==> src/rtl/crb_pkg.sv <==
package crb_pkg;

  // Next value of the flag-hold countdown: load on release, else count to zero.
  function automatic int unsigned hold_step(input int unsigned cnt,
                                            input bit load,
                                            input int unsigned lim);
    if (load)
      return lim;
    else if (cnt != 0)
      return cnt - 1;
    else
      return 0;
  endfunction

  // Control bytes that reprogram filter or mode release the flag.
  function automatic bit byte_releases(input logic [1:0] idx);
    return (idx == 2'd1) || (idx == 2'd2);
  endfunction

endpackage

==> src/rtl/crb_hold_timer.sv <==
module crb_hold_timer #(
  parameter int unsigned MIN_HIGH = 8
) (
  input  logic clk,
  input  logic rst_n,
  input  logic load,
  output logic hold_zero
);
  localparam int unsigned HW = $clog2(MIN_HIGH + 1);

  logic [HW-1:0] cnt;

  always_ff @(posedge clk) begin
    if (!rst_n)
      cnt <= '0;
    else
      cnt <= HW'(crb_pkg::hold_step(int'(cnt), load, MIN_HIGH));
  end

  assign hold_zero = (cnt == '0);
endmodule

==> src/rtl/crb_side_slot.sv <==
module crb_side_slot #(
  parameter int unsigned DATA_W = 24
) (
  input  logic              clk,
  input  logic              rst_n,
  input  logic              capture,
  input  logic [DATA_W-1:0] cap_data,
  input  logic              drop,
  output logic              slot_vld,
  output logic [DATA_W-1:0] slot_data
);
  always_ff @(posedge clk) begin
    if (!rst_n) begin
      slot_vld  <= 1'b0;
      slot_data <= '0;
    end else if (drop) begin
      slot_vld  <= 1'b0;
    end else if (capture) begin
      slot_vld  <= 1'b1;
      slot_data <= cap_data;
    end
  end
endmodule

==> src/rtl/crb_out_ctrl.sv <==
module crb_out_ctrl #(
  parameter int unsigned DATA_W = 24
) (
  input  logic              clk,
  input  logic              rst_n,
  input  logic              open_read,
  input  logic              close_read,
  input  logic              load_out,
  input  logic [DATA_W-1:0] load_data,
  input  logic              clear_avail,
  output logic              reading,
  output logic              avail,
  output logic [DATA_W-1:0] out_word
);
  always_ff @(posedge clk) begin
    if (!rst_n) begin
      reading  <= 1'b0;
      avail    <= 1'b0;
      out_word <= '0;
    end else begin
      if (close_read)
        reading <= 1'b0;
      else if (open_read)
        reading <= 1'b1;

      if (load_out)
        out_word <= load_data;

      if (clear_avail)
        avail <= 1'b0;
      else if (load_out)
        avail <= 1'b1;
      else if (close_read)
        avail <= 1'b0;
    end
  end
endmodule

==> src/rtl/conv_result_buffer.sv <==
module conv_result_buffer #(
  parameter int unsigned DATA_W   = 24,
  parameter int unsigned MIN_HIGH = 8
) (
  input  logic              clk,
  input  logic              rst_n,
  input  logic              res_valid,
  input  logic [DATA_W-1:0] res_data,
  input  logic              rd_start,
  input  logic              rd_done,
  input  logic              ctl_wr,
  input  logic [1:0]        ctl_byte,
  input  logic              cal_mode,
  input  logic              standby,
  output logic [DATA_W-1:0] dout,
  output logic              ready_n,
  output logic              recal_req
);
  // Named internal events
  logic              reading;
  logic              avail;
  logic              hold_zero;
  logic              slot_vld;
  logic [DATA_W-1:0] slot_data;
  logic              ev_accept;
  logic              ev_release;
  logic              ev_direct;
  logic              ev_divert;
  logic              ev_promote;
  logic              ev_flush;
  logic              load_out;
  logic [DATA_W-1:0] load_data;

  assign ev_accept  = res_valid & ~standby;
  assign ev_release = rd_done & reading;
  assign ev_direct  = ev_accept & ~reading;
  assign ev_divert  = ev_accept & reading & ~ev_release;
  assign ev_promote = ev_release & (ev_accept | slot_vld);
  assign ev_flush   = ctl_wr & crb_pkg::byte_releases(ctl_byte);

  assign load_out  = ev_direct | ev_promote;
  assign load_data = (ev_direct | ev_accept) ? res_data : slot_data;

  crb_out_ctrl #(.DATA_W(DATA_W)) u_ctrl (
    .clk         (clk),
    .rst_n       (rst_n),
    .open_read   (rd_start),
    .close_read  (ev_release),
    .load_out    (load_out),
    .load_data   (load_data),
    .clear_avail (ev_flush | standby),
    .reading     (reading),
    .avail       (avail),
    .out_word    (dout)
  );

  crb_side_slot #(.DATA_W(DATA_W)) u_slot (
    .clk       (clk),
    .rst_n     (rst_n),
    .capture   (ev_divert),
    .cap_data  (res_data),
    .drop      (ev_release | ev_flush | standby),
    .slot_vld  (slot_vld),
    .slot_data (slot_data)
  );

  crb_hold_timer #(.MIN_HIGH(MIN_HIGH)) u_hold (
    .clk       (clk),
    .rst_n     (rst_n),
    .load      (ev_release),
    .hold_zero (hold_zero)
  );

  always_ff @(posedge clk) begin
    if (!rst_n)
      recal_req <= 1'b0;
    else
      recal_req <= ev_flush & cal_mode;
  end

  assign ready_n = standby | ~(avail & hold_zero);
endmodule

==> config.mk <==
export PLATFORM = sky130hd
export DESIGN_NAME = conv_result_buffer
export DESIGN_NICKNAME = d
export VERILOG_FILES = /design/src/rtl/crb_pkg.sv /design/src/rtl/crb_hold_timer.sv /design/src/rtl/crb_side_slot.sv /design/src/rtl/crb_out_ctrl.sv /design/src/rtl/conv_result_buffer.sv
export SDC_FILE = /design/constraint.sdc
export NUM_CORES = 1
export LEC_CHECK = 0
export CAP_MARGIN = 20
export CORE_ASPECT_RATIO = 1.1
export CORE_UTILIZATION = 40
export DETAILED_ROUTE_END_ITERATION = 16
export PLACE_DENSITY = 0.76
export SETUP_SLACK_MARGIN = 0.1
export SYNTH_ARGS = -nofsm -noshare
export SYNTH_HDL_FRONTEND = slang
export SYNTH_SLANG_ARGS = --single-unit
==> constraint.sdc <==
create_clock -name clk -period 1.5 [get_ports clk]
set_input_delay 0.225 -clock clk [delete_from_list [all_inputs] [get_ports clk]]
set_output_delay 0.225 -clock clk [all_outputs]
set_load 0.03 [all_outputs]
==> flow_summary.yaml <==
power_and_ir_drop:
  power_density_nw_per_um2: 958
  p_sw_uw: 895
  seq_power_share_pct: 51.1
  switching_share_pct: 27.6
  combPwrFrac_pct: 23.3
  clkPwrFrac_pct: 25.6
  p_leak_nw: 1.60
  max-vdd-ir-drop_v: 0.000599
  finalPower_mw: 3.24
  p_int_mw: 2.35
finish:
  final_cell_area_um2: 3380
  num_antenna_cells: 0
  regArea_um2: 1120
  final_nets: 356
  drive_gt1_share_pct: 15.8
  multi_input_area_um2: 1200
  area_growth_pct: 43.6
  mostFrequentLayoutCell: "dfxtp_1"
  final_cell_mix: "54 x dfxtp_1, 51 x nand2_1, 28 x dlygate4sd2_1, 26 x clkdlybuf4s50_1"
  fill_cells: 498
sta:
  tns_ps: 0
  tightest_slew_ps: 481
  rsz0062_at_grt: "true"
  relSlewSlack_pct: 68.0
  setup_viol: 0
  drv_slew: 0
  setup_ws_ps: 127
  clock-skew-final_ps: 7.11
  min_period_ps: 1370
  hold_viol: 0
  period_share_pct: 91.5
  max_freq_ghz: 0.728
synthesis:
  netlist.area_leader.share_pct: 47.6
  synthMuxAreaShare_pct: 10.2
  synth_fa_ha_area_share_pct: 0.531
  ys_async_sr_fraction_pct: 0
  ys_types: 29
  synth_fp_nets: 290
  postSynthCellCount: 255
  synth_edf_count: 0
  ys_warn_count: 0
  synth_ff_type: "dfxtp_1"
  synth-seq-cells: 56
  synth_compound_area_share_pct: 18.4
  netlist_area_um2: 2350
  syn_area_per_cell_um2: 9.23
  yosysTopAreaCell: "dfxtp_1"
  synth_top_family_by_area: "compound AO/OA/AOI/OAI gates"
  yosys.area_share.simple_pct: 17.0
  synth-xor-area-share_pct: 0.744
  yosysSeqAreaShare_pct: 47.6
  synthTopCellsByArea: "dfxtp_1 48%, mux2i_1 10%, o211a_1 10%"
place:
  placed_area_um2: 3100
  dp_hpwl_um: 3280
  io_buffers: 59
  gp_congestion: 0.719
  pre_cts_ws_ps: -320
detailed_routing:
  vias_per_cell: 4.98
  wl_per_cell_um: 13.1
  drc: 0
  vias: 1979
  drt-pass1-iter-count: 4
  drt_iter0_markers: 92
  antenna_left: 0
  wl_um: 5190
setup_path:
  rr_startpoint: "u_ctrl.reading"
  start_kind: "register"
  critical_path.top_delay_family: "buffers and inverters"
  worstPathCellList: "inv_2 > a2111oi_4 > buf_4 > buf_12 > buf_12 > nand3_2 > o21ai_1"
  crit_cells: 7
  setup.worst_path.end: "u_slot.slot_data[0]"
  cp_slowest_cell: "dfxtp_2"
  cpPeakStageDelay_ps: 350
  reg2reg_slack_ps: 130
  end_kind: "register"
  reg2regPathDepth: 7
  required_ps: 1730
  arrival_ps: 1600
  critPathLaunch: "u_ctrl.reading"
  timing.rr.end: "u_slot.slot_data[0]"
  path_buf_inv: 4
  path_max_fanout: 6
  critical_path_class: "reg -> reg"
  crit_top_cell: "buf_12"
job:
  drv_cap: 0
clock_tree:
  cts.path.max_buffers: 2
  cts.clk_slew.worst_paths_ps: 90
  cts_made_buffers: 5
  hold_buffers: 0
  root_buffer: "clkbuf_8"
  htreeDepth: 2
  clkSinkCount: 56
  cts_tree: "yes"
  clk-insertion-delay-late_ps: 300
global_route:
  antenna_found_initial: 0
  grt.overflow.total: 0
  grt_util_all_layers_pct: 17.6
  grt_max_degree: 36
  grt_pass1_vias: 1816
  grt_pass1_wl_um: 8340
floorplan:
  io-pin-count: 60
  fp.dieH_um: 82.5
  num_rows: 28
  coreArea_um2: 5540
  die_w_um: 75.2
  dieArea_um2: 6200
  initial_core_util_pct: 42.5
worst_hold_path:
  hp-class: "in -> reg"
  hold_depth: 4
  hp-start: "standby"
run_status:
  status: "finished clean"
metal layers:
metal	vias up	wire [um]	track usage [%]
met3	4	325	4.25
li1	1019	-	-
met5	-	0	0
met2	49	2350	28.6
met4	0	32	4.44
met1	907	2480	23.4
worst min-delay path: stages:
cell and delay, ps:
dlymetal6s2s_1 100, buf_4 140, a21oi_1 50, nor3b_1 130
worst min path at each step:
stage                              end  slack, ps
detailed placement       u_hold.cnt[0]        430
global route           u_slot.slot_vld        390
CTS                 u_ctrl.out_word[3]        360
floorplan               u_ctrl.reading        340
global placement         u_hold.cnt[0]        420
finish                 u_slot.slot_vld        390
flip-flops by register name, summed over array words and instances, names as in the netlist:
signal	cells
u_slot.slot_data	24
u_ctrl.reading	1
u_ctrl.out_word	24
u_slot.slot_vld	1
u_hold.cnt	4
u_ctrl.avail	1
recal_req	1
synth_stat cells (2+ instances only):
cell type	instances
nor2_1	6
nor3_1	2
inv_1	3
mux2i_1	24
nand2_1	51
buf_2	6
nand3_1	24
clkbuf_1	8
o21ai_0	8
o211a_1	24
buf_6	3
buf_4	2
clkbuf_2	2
a21oi_1	6
dfxtp_1	56
nor2b_1	2
o21ai_1	16
repair_timing:
item	CTS	global route
setup buffers	4	1
resized for setup	42	20
endpoints found under the setup margin	72	24
pin swaps	3	5
gates cloned	2	1
kinds of logic (layout without fill, tap and decap cells):
logic type                 after synthesis  after routing
DFF                                     56             56
and+or+nand+nor                         91             91
buffers and inverters                   24             91
muxes                                   24             24
AOI/OAI and AO/OA                       57             57
xor gates and xnor gates                 2              2
adders and majority gates                1              1
per-stage QoR:
stage | hold WS, ps | utilization (%) | std cells
global placement | 420 | 56.1 | 381
detailed placement | 430 | 56.1 | 381
CTS | 359 | 59.4 | 395
finish | 386 | 61.1 | 397
global route | 388 | 61.1 | 397
floorplan | 341 | - | 255
cell type report:
cell class	count	area share (%)
flip-flops and latches	56	33.2
clock buffers	8	2.66
well taps	75	2.77
multi-input cells	175	35.6
inverters	3	0.333
repair buffers	80	25.4
power groups by stage:
stage          Sequential [mW]  Combinational, mW  Clock [mW]
2_1_floorplan             1.76              0.348           0
4_1_cts                   1.65              0.748       0.852
6_report                  1.66              0.756       0.829
3_5_place_dp              1.69              0.718           0
5_1_grt                   1.67              0.838       0.923
3_3_place_gp              1.68              0.705           0
No activity file was read; power rests on OpenSTA's default activity.
